--- src/rtl/tdes_kb_pkg.sv ---
package tdes_kb_pkg;

    localparam int NUM_KEYS = 3;

    typedef enum logic [1:0] {
        ST_EMPTY = 2'd0,
        ST_K1    = 2'd1,
        ST_K2    = 2'd2,
        ST_K3    = 2'd3
    } kb_state_e;

    typedef enum logic [1:0] {
        MODE_BAD    = 2'd0,
        MODE_SINGLE = 2'd1,
        MODE_TWO    = 2'd2,
        MODE_THREE  = 2'd3
    } kb_mode_e;

endpackage

--- src/rtl/kb_addr_decode.sv ---
module kb_addr_decode
    import tdes_kb_pkg::*;
#(
    parameter int ADDR_W     = 8,
    parameter int KEY_BASE   = 0,
    parameter int KEY_STRIDE = 8
) (
    input  logic [ADDR_W-1:0]   addr,
    input  logic                wr,
    input  logic                rd,
    output logic [NUM_KEYS-1:0] wr_sel,
    output logic                rd_hit
);

    logic [NUM_KEYS-1:0] hit;

    for (genvar i = 0; i < NUM_KEYS; i++) begin : g_slot_match
        localparam logic [ADDR_W-1:0] SLOT_ADDR = ADDR_W'(KEY_BASE + i * KEY_STRIDE);
        assign hit[i] = (addr == SLOT_ADDR);
    end

    assign wr_sel = hit & {NUM_KEYS{wr}};
    assign rd_hit = rd & (|hit);

endmodule

--- src/rtl/kb_order_fsm.sv ---
module kb_order_fsm
    import tdes_kb_pkg::*;
#(
    parameter int SIZE_W     = 5,
    parameter int SIZE_ONE   = 8,
    parameter int SIZE_TWO   = 16,
    parameter int SIZE_THREE = 24
) (
    input  logic                clk,
    input  logic                rst_n,
    input  logic                clear,
    input  logic [SIZE_W-1:0]   key_size,
    input  logic [NUM_KEYS-1:0] wr_sel,
    output logic [NUM_KEYS-1:0] load,
    output logic                wr_err,
    output logic                keys_valid
);

    localparam logic [SIZE_W-1:0] SZ1 = SIZE_W'(SIZE_ONE);
    localparam logic [SIZE_W-1:0] SZ2 = SIZE_W'(SIZE_TWO);
    localparam logic [SIZE_W-1:0] SZ3 = SIZE_W'(SIZE_THREE);

    kb_state_e state_q, state_d;
    kb_mode_e  mode;
    logic      acc1, acc2, acc3;

    // mode from the byte count
    always_comb begin
        if (key_size == SZ1)      mode = MODE_SINGLE;
        else if (key_size == SZ2) mode = MODE_TWO;
        else if (key_size == SZ3) mode = MODE_THREE;
        else                      mode = MODE_BAD;
    end

    // which writes are legal in the current state and mode
    always_comb begin
        acc1 = !clear && wr_sel[0] && (mode != MODE_BAD);
        acc2 = !clear && wr_sel[1] && (mode == MODE_TWO || mode == MODE_THREE)
               && (state_q != ST_EMPTY);
        acc3 = !clear && wr_sel[2] && (mode == MODE_THREE)
               && (state_q == ST_K2 || state_q == ST_K3);
    end

    // next state: T_CLEAR, T_LOAD1, T_LOAD2, T_LOAD3
    always_comb begin
        state_d = state_q;
        if (clear) begin
            state_d = ST_EMPTY;
        end else begin
            unique case (state_q)
                ST_EMPTY: if (acc1) state_d = ST_K1;
                ST_K1: begin
                    if (acc1)      state_d = ST_K1;
                    else if (acc2) state_d = ST_K2;
                end
                ST_K2, ST_K3: begin
                    if (acc1)      state_d = ST_K1;
                    else if (acc2) state_d = ST_K2;
                    else if (acc3) state_d = ST_K3;
                end
                default: state_d = ST_EMPTY;
            endcase
        end
    end

    // state register
    always_ff @(posedge clk or negedge rst_n) begin
        if (!rst_n) state_q <= ST_EMPTY;
        else        state_q <= state_d;
    end

    // outputs
    always_comb begin
        load   = {acc3, acc2, acc1};
        wr_err = !clear && (|wr_sel) && !(acc1 || acc2 || acc3);
        unique case (state_q)
            ST_EMPTY: keys_valid = 1'b0;
            ST_K1:    keys_valid = (mode == MODE_SINGLE);
            ST_K2:    keys_valid = (mode == MODE_SINGLE) || (mode == MODE_TWO);
            ST_K3:    keys_valid = (mode != MODE_BAD);
            default:  keys_valid = 1'b0;
        endcase
    end

    // clear always brings tracking back to empty
    p_clear_to_empty_r1: assert property (@(posedge clk) disable iff (!rst_n)
        clear |=> (state_q == ST_EMPTY && !keys_valid));

    // single mode never takes a K2 write
    p_single_blocks_k2_r4: assert property (@(posedge clk) disable iff (!rst_n)
        (!clear && mode == MODE_SINGLE && wr_sel[1]) |-> (!load[1] && wr_err));

    // an accepted K3 write lands in the full three-key state
    p_k3_completes_r6: assert property (@(posedge clk) disable iff (!rst_n)
        load[2] |=> (state_q == ST_K3));

    // a K1 write restarts the order
    p_k1_restarts_r10: assert property (@(posedge clk) disable iff (!rst_n)
        load[0] |=> (state_q == ST_K1));

endmodule

--- src/rtl/kb_key_slots.sv ---
module kb_key_slots
    import tdes_kb_pkg::*;
#(
    parameter int KEY_W = 64
) (
    input  logic                           clk,
    input  logic                           rst_n,
    input  logic                           clear,
    input  logic [NUM_KEYS-1:0]            load,
    input  logic [KEY_W-1:0]               wdata,
    output logic [NUM_KEYS-1:0][KEY_W-1:0] key_q
);

    localparam int MIRROR_IDX = NUM_KEYS - 1;

    for (genvar i = 0; i < NUM_KEYS; i++) begin : g_slot
        logic take;
        if (i == MIRROR_IDX) begin : g_mirror
            assign take = load[i] || load[0];
        end else begin : g_plain
            assign take = load[i];
        end

        always_ff @(posedge clk or negedge rst_n) begin
            if (!rst_n)     key_q[i] <= '0;
            else if (clear) key_q[i] <= '0;
            else if (take)  key_q[i] <= wdata;
        end
    end

    // the third slot follows every first-slot load
    p_mirror_k1_k3_r2: assert property (@(posedge clk) disable iff (!rst_n)
        load[0] |=> (key_q[MIRROR_IDX] == key_q[0] && key_q[0] == $past(wdata)));

    // clear empties every slot
    p_clear_zeroes_r1: assert property (@(posedge clk) disable iff (!rst_n)
        clear |=> (key_q == '0));

endmodule

--- src/rtl/tdes_key_bank.sv ---
module tdes_key_bank
    import tdes_kb_pkg::*;
#(
    parameter int ADDR_W     = 8,
    parameter int KEY_W      = 64,
    parameter int SIZE_W     = 5,
    parameter int KEY_BASE   = 0,
    parameter int KEY_STRIDE = 8,
    parameter int SIZE_ONE   = 8,
    parameter int SIZE_TWO   = 16,
    parameter int SIZE_THREE = 24
) (
    input  logic              clk,
    input  logic              rst_n,
    input  logic              clear_i,
    input  logic [ADDR_W-1:0] bus_addr,
    input  logic              bus_wr,
    input  logic              bus_rd,
    input  logic [KEY_W-1:0]  bus_wdata,
    output logic [KEY_W-1:0]  bus_rdata,
    output logic              bus_err,
    input  logic [SIZE_W-1:0] key_size,
    output logic [KEY_W-1:0]  key1,
    output logic [KEY_W-1:0]  key2,
    output logic [KEY_W-1:0]  key3,
    output logic              keys_valid,
    output logic              addr_err_irq
);

    logic [NUM_KEYS-1:0]            wr_sel;
    logic [NUM_KEYS-1:0]            load;
    logic                           rd_hit;
    logic                           wr_err;
    logic                           rd_trap;
    logic [NUM_KEYS-1:0][KEY_W-1:0] key_q;

    kb_addr_decode #(
        .ADDR_W    (ADDR_W),
        .KEY_BASE  (KEY_BASE),
        .KEY_STRIDE(KEY_STRIDE)
    ) u_decode (
        .addr  (bus_addr),
        .wr    (bus_wr),
        .rd    (bus_rd),
        .wr_sel(wr_sel),
        .rd_hit(rd_hit)
    );

    kb_order_fsm #(
        .SIZE_W    (SIZE_W),
        .SIZE_ONE  (SIZE_ONE),
        .SIZE_TWO  (SIZE_TWO),
        .SIZE_THREE(SIZE_THREE)
    ) u_order (
        .clk       (clk),
        .rst_n     (rst_n),
        .clear     (clear_i),
        .key_size  (key_size),
        .wr_sel    (wr_sel),
        .load      (load),
        .wr_err    (wr_err),
        .keys_valid(keys_valid)
    );

    kb_key_slots #(
        .KEY_W(KEY_W)
    ) u_slots (
        .clk  (clk),
        .rst_n(rst_n),
        .clear(clear_i),
        .load (load),
        .wdata(bus_wdata),
        .key_q(key_q)
    );

    assign rd_trap = rd_hit && !clear_i;

    // registered error pulses
    always_ff @(posedge clk or negedge rst_n) begin
        if (!rst_n) begin
            bus_err      <= 1'b0;
            addr_err_irq <= 1'b0;
        end else begin
            bus_err      <= wr_err || rd_trap;
            addr_err_irq <= rd_trap;
        end
    end

    assign bus_rdata = '0;
    assign key1      = key_q[0];
    assign key2      = key_q[1];
    assign key3      = key_q[2];

    // a key read traps on the next cycle
    p_read_traps_r8: assert property (@(posedge clk) disable iff (!rst_n)
        (bus_rd && rd_hit && !clear_i) |=> (addr_err_irq && bus_err));

    // a pure read never moves a key
    p_read_keeps_keys_r8: assert property (@(posedge clk) disable iff (!rst_n)
        (bus_rd && !bus_wr && !clear_i) |=> ($stable(key1) && $stable(key2) && $stable(key3)));

    // the interrupt never stands without the error pulse
    p_irq_with_err_r9: assert property (@(posedge clk) disable iff (!rst_n)
        addr_err_irq |-> bus_err);

endmodule

--- config.mk ---
export PLATFORM = sky130hd
export DESIGN_NAME = tdes_key_bank
export DESIGN_NICKNAME = d
export VERILOG_FILES = /design/src/rtl/tdes_kb_pkg.sv /design/src/rtl/kb_addr_decode.sv /design/src/rtl/kb_order_fsm.sv /design/src/rtl/kb_key_slots.sv /design/src/rtl/tdes_key_bank.sv
export SDC_FILE = /design/constraint.sdc
export NUM_CORES = 1
export LEC_CHECK = 0
export ABC_AREA = 1
export BUFFER_PORTS_ARGS = -buffer_cell sky130_fd_sc_hd__buf_4
export CELL_PAD_IN_SITES_DETAIL_PLACEMENT = 2
export CELL_PAD_IN_SITES_GLOBAL_PLACEMENT = 2
export CORE_ASPECT_RATIO = 0.7
export CORE_UTILIZATION = 30
export CTS_BUF_LIST = sky130_fd_sc_hd__clkbuf_8 sky130_fd_sc_hd__clkbuf_16
export CTS_CLUSTER_DIAMETER = 60
export DETAILED_ROUTE_END_ITERATION = 10
export PLACE_DENSITY_LB_ADDON = 0.1
export SLEW_MARGIN = 20
export SYNTH_ARGS = -nofsm -noshare
export SYNTH_HDL_FRONTEND = slang
export SYNTH_HIERARCHICAL = 1
export SYNTH_SLANG_ARGS = --single-unit
--- constraint.sdc ---
create_clock -name clk -period 2.4 [get_ports clk]
set_clock_uncertainty 0.1 [all_clocks]
set_input_delay 0.48 -clock clk [delete_from_list [all_inputs] [get_ports clk]]
set_output_delay 0.48 -clock clk [all_outputs]
set_load 0.02 [all_outputs]
* Yosys cells after proc, flatten, opt, wreduce, memory -nomap -nowiden *
Index checks and enable logic that the tools add are counted.

storage, ports and cells
  flip-flop bits (word level) = 196
  bits of input ports = 82
  output and inout bits = 259
  word-level logic and storage cells = 71

operators by class
  equal/unequal tests = 14
  muxes and demuxes = 18
  bitwise gates (word level) = 2
  reductions and logical operators = 31

operators with widths
  kind                                                                   count
  64-bit 2-to-1 mux                                                      6
  2-bit 2-to-1 mux                                                       10
  1-bit logical AND                                                      11
  5-bit equality test, second input constant                             2
  2-bit nonzero test                                                     5
  2-bit equality test, second input constant                             4
  8-bit by 4-bit equality test with 1-bit output, second input constant  1
  8-bit by 5-bit equality test with 1-bit output, second input constant  1
  8-bit logical NOT                                                      1
  1-bit logical OR                                                       7
  2-bit one-hot mux with 3 select lines                                  1
  3-bit OR reduction                                                     2
  5-bit by 4-bit equality test with 1-bit output, second input constant  1
  5-bit by 2-bit != test with 1-bit output, second input constant        1
  2-bit by 1-bit equality test with 1-bit output, second input constant  2
  4-bit by 2-bit != test with 1-bit output, second input constant        1
  1-bit one-hot mux with 4 select lines                                  1
  3-bit bitwise AND                                                      1
  3-bit by 2-bit != test with 1-bit output, second input constant        1
  3-bit AND reduction                                                    1
  1-bit logical NOT                                                      2
  2-bit logical NOT                                                      1
  2-bit OR reduction                                                     1
  1-bit bitwise AND                                                      1

* Depth between registers and ports, before layout *
  word-level depth = 13
  mapped depth = 15

* Modules after synthesis *
The synthesis kept the hierarchy.

modules (own cells, without submodules)
  module          times used  cells each  area an instance (um^2)  seq. area each (um^2)
  kb_key_slots    1           771         7408.4                   4804.6
  tdes_key_bank   1           72          555.5                    50.0
  kb_order_fsm    1           47          290.3                    50.0
  kb_addr_decode  1           28          116.4                    0.0

* Least setup slack after synthesis *
Ideal clock, no wire load.

  path kind = input to register
  start = input bus_addr[2]
  end = register u_slots/key_q[131] (netlist bit)
  library setup time = 0.117 ns
  data arrival time = 1.723 ns
  data required time = 2.183 ns
  slack = 0.460 ns
  stages = 15
  buffers on the path = 3
  path through = inv_1 -> nand2_1 -> nor2_2 -> nand2_1 -> nor2_1 -> nand2_1 -> nor2_1 -> nand2_1 -> inv_1 -> buf_4 -> inv_1 -> buf_2 -> buf_2 -> nand3_1 -> nand2_1

between the ends
  longest elaborated chain between the ends = 7
  elaborated cells on any way between the ends = 10
  those cells by class = eq/ne: 1; bitwise: 1; reduce/logical: 8

RTL lines
  item                                            line                  text
  start, declared                                 tdes_key_bank.sv:16   input logic [ADDR_W-1:0] bus_addr,
  8-bit by 5-bit equality test with 1-bit output  kb_addr_decode.sv:19  assign hit[i] = (addr == SLOT_ADDR);
  3-bit bitwise AND                               kb_addr_decode.sv:22  assign wr_sel = hit & {NUM_KEYS{wr}};
  named net wr_sel[2]                             tdes_key_bank.sv:30   logic [NUM_KEYS-1:0] wr_sel;
  1-bit logical AND (2 in a row)                  kb_order_fsm.sv:40    acc3 = !clear && wr_sel[2] && (mode == MODE_THREE)
  1-bit logical AND                               kb_order_fsm.sv:41    && (state_q == ST_K2 || state_q == ST_K3);
  named net u_order.acc3                          kb_order_fsm.sv:25    logic acc1, acc2, acc3;
  1-bit logical OR                                kb_key_slots.sv:19    assign take = load[i] || load[0];
  2-bit nonzero test (no source line)             --
  end signal, assigned by index                   kb_key_slots.sv:27    else if (take) key_q[i] <= wdata;
  end, declared                                   kb_key_slots.sv:11    output logic [NUM_KEYS-1:0][KEY_W-1:0] key_q

The timed path passes the listed nets, and every way through them passes these cells.
A chain may end at the register's enable or synchronous reset.

* Worst setup path after layout *
  start = register u_order.state_q[1]
  end = output keys_valid

between the ends
  longest elaborated chain between the ends = 2
  elaborated cells on any way between the ends = 5
  those cells by class = eq/ne: 3; mux: 1; reduce/logical: 1

RTL lines
  item                                               line                 text
  start, declared                                    kb_order_fsm.sv:23   kb_state_e state_q, state_d;
  start signal, assigned                             kb_order_fsm.sv:69   else state_q <= state_d;
  2-bit equality test, or another cell as far along  kb_order_fsm.sv:76   unique case (state_q)
  1-bit one-hot mux with 4 select lines (*)          kb_order_fsm.sv:76
  end, declared                                      tdes_key_bank.sv:26  output logic keys_valid,

Every way passes the cells marked *; elsewhere a longest branch is shown, timed or not.

==> run metrics <==
worst relative slew slack 0.613; Post-Synth XOR/XNOR Area 0; # rows 50; Post-Syn Area 8370 sq um; worst reg-to-reg setup slack 0.68 ns; post-synthesis simple-gate area fraction 0.225; Port Buffers 276; crit path DAT 1.50 ns; Die X 202 microns; warnings from Yosys 6; Clock Latency Late Sink 0.43 ns; Clock Tree Root clkbuf_16; Startpoint Class flip-flop; max-cap viol count 0; Tcrit/Tclk final 0.865; Fmax achieved 482 MHz; Worst setup EP type output port; CTS Buf Count 17; Final setup viols 0; post-synthesis sequential area ratio 0.586; pin count of the biggest net entering global routing 65; Distinct cells, synth 22; Chip Height 142 microns; Critical Path RT 1.82 ns; Synth Area in Compound Gates 0.0794; Seq cells post-synth 196; Crit Path Max Fanout 6; H-tree depth 4; CTS resizes 0; GRT overflow 0; total track usage 0.218; mux contribution to synthesized area 0; post-CTS setup buffers 0; Power Density 600 nW/um^2; P_leak 6.02 nW; largest family of logic cells by synthesized area simple AND/OR/NAND/NOR gates; Total Wirelength 30500 microns; CTS tree built; nets 1256; DRC violation count after routing 0; ANT cells 0; RePlAce Congestion 0.735; first-pass iteration count of the detailed router 5; io pins 341; layout cells sized above 1 0.300; Final ANT Viol Nets 0; setup total negative slack 0 ns; first-pass GRT wire length 47500 microns; area share of fa/ha/maj cells after synthesis 0; vias in the first global route 7873; Initial Util 0.309; via count 7350; Via density 4.74; CTS Buffer Depth 2; Wirelength per Cell 19.6 microns; hpwl dp 21200 microns; final hold vios 0; Die ar. 28600 sq um; initial antenna violation count 0; Synth-to-Final Area Change 35.0%; leading cell type in the layout, fill and taps excluded buf_4; CORE AREA 27100 sq um; worst slew pin tran 0.581 ns; worst vdd rail ir drop 0.000420 V; hold slack 0.177 ns; DRT iter0 DRCs 235; most frequent cells in the layout buf_4 (285), nand2_1 (277), dfrtp_1 (196); Hold Path Class input pin to flip-flop; CTS sink count 196; clock transition at the registers of the reported paths 0.07 ns; Slew Viols, Final 0; RSZ-0062 raised after global routing false; Pwr Total 6.77 mW; worst setup path class flip-flop to output port; Cells after Synth 918; Tmin final 2.08 ns; syn avg cell area 9.12 sq um; status completed
-- where the power goes --
part           switching (mW)  total [mW]  leakage [nW]  internal [mW]
Combinational           0.365       0.517          2.98          0.152
Sequential            0.00204        3.30          2.74           3.30
Clock                    1.30        2.95         0.293           1.65
-- cell families after synthesis --
logic type,count (synthesis)
AND/OR/NAND/NOR,437
flip-flops,196
buffers and inverters,152
AO/OA/AOI/OAI,132
other,1
-- layer usage --
layer,vias to the layer above,routed length (microns),global-route usage
met3,18,1850,0.0574
met2,207,13900,0.338
met5,-,0,0
li1,3366,-,-
met4,0,309,0.0486
met1,3759,14400,0.305
-- synth_stat cells --
cell type | n | share of area
nand2_4 | 2 | 0.0027
nor2_1 | 11 | 0.0049
nand2_1 | 277 | 0.12
inv_2 | 8 | 0.0036
nor3_1 | 1 | 0.00060
nand3_1 | 132 | 0.079
or2_4 | 1 | 0.0010
nor2_4 | 2 | 0.0027
conb_1 | 1 | 0.00045
clkbuf_1 | 12 | 0.0054
o21ai_0 | 14 | 0.0084
nand2_2 | 4 | 0.0030
inv_1 | 17 | 0.0076
nand4_2 | 1 | 0.0015
dfrtp_1 | 196 | 0.59
buf_4 | 80 | 0.072
nor2_2 | 4 | 0.0030
nand3_2 | 2 | 0.0024
o21ai_1 | 116 | 0.069
a21oi_1 | 1 | 0.00060
o2111ai_1 | 1 | 0.0010
buf_2 | 35 | 0.021
-- critical path, stage by stage, from the launching register on --
cell and delay [ns]:
dfrtp_1 0.46, nand2_1 0.08, o21ai_0 0.17, nand2_1 0.07, a21oi_1 0.13, buf_4 0.16
-- final timing paths --
| path | startpoint | endpoint | depth (start not counted) |
|---|---|---|---|
| setup / recovery | u_order/state_q[1] | keys_valid | 5 |
| hold / removal | bus_wdata[6] | u_slots/key_q[134] | 3 |
| setup reg to reg | u_order/state_q[1] | u_slots/key_q[93] | 7 |
| hold reg to reg | u_slots/key_q[12] | u_slots/key_q[12] | 2 |
| max in group asynchronous | rst_n | u_slots/key_q[127] | 3 |
| min in group asynchronous | rst_n | u_slots/key_q[49] | 2 |
-- repair_timing --
action                                  in CTS  in global routing
endpoints found under the setup margin       0                  0
hold buffers                                 1                  0
hold endpoints to repair                    49                  0
-- through the flow --
step | cells | worst slack, ns | cell area [sq um] | util
after detailed placement | 1518 | 0.141 | 10700 | 0.394
after floorplan | 981 | 0.460 | 8610 | -
after global placement | 1518 | 0.202 | 10700 | 0.394
after CTS | 1551 | 0.294 | 11300 | 0.417
final | 1551 | 0.324 | 11300 | 0.417
after global routing | 1551 | 0.202 | 11300 | 0.417
-- final cells by class --
| type | instances | area [sq um] |
|---|---|---|
| fill | 3016 | 15800 |
| clock buffer | 21 | 480 |
| sequential | 196 | 4900 |
| timing repair buffer | 301 | 2440 |
| multi-input combinational | 633 | 2790 |
| clock inverter | 11 | 126 |
| inverter | 25 | 96.3 |
| tap | 364 | 455 |
-- sequential cells by signal, indices dropped and copies added, names as in the netlist --
register / count
bus_err: 1
u_order/state_q: 2
addr_err_irq: 1
u_slots/key_q: 192
Power figures use the tool's default switching activity.
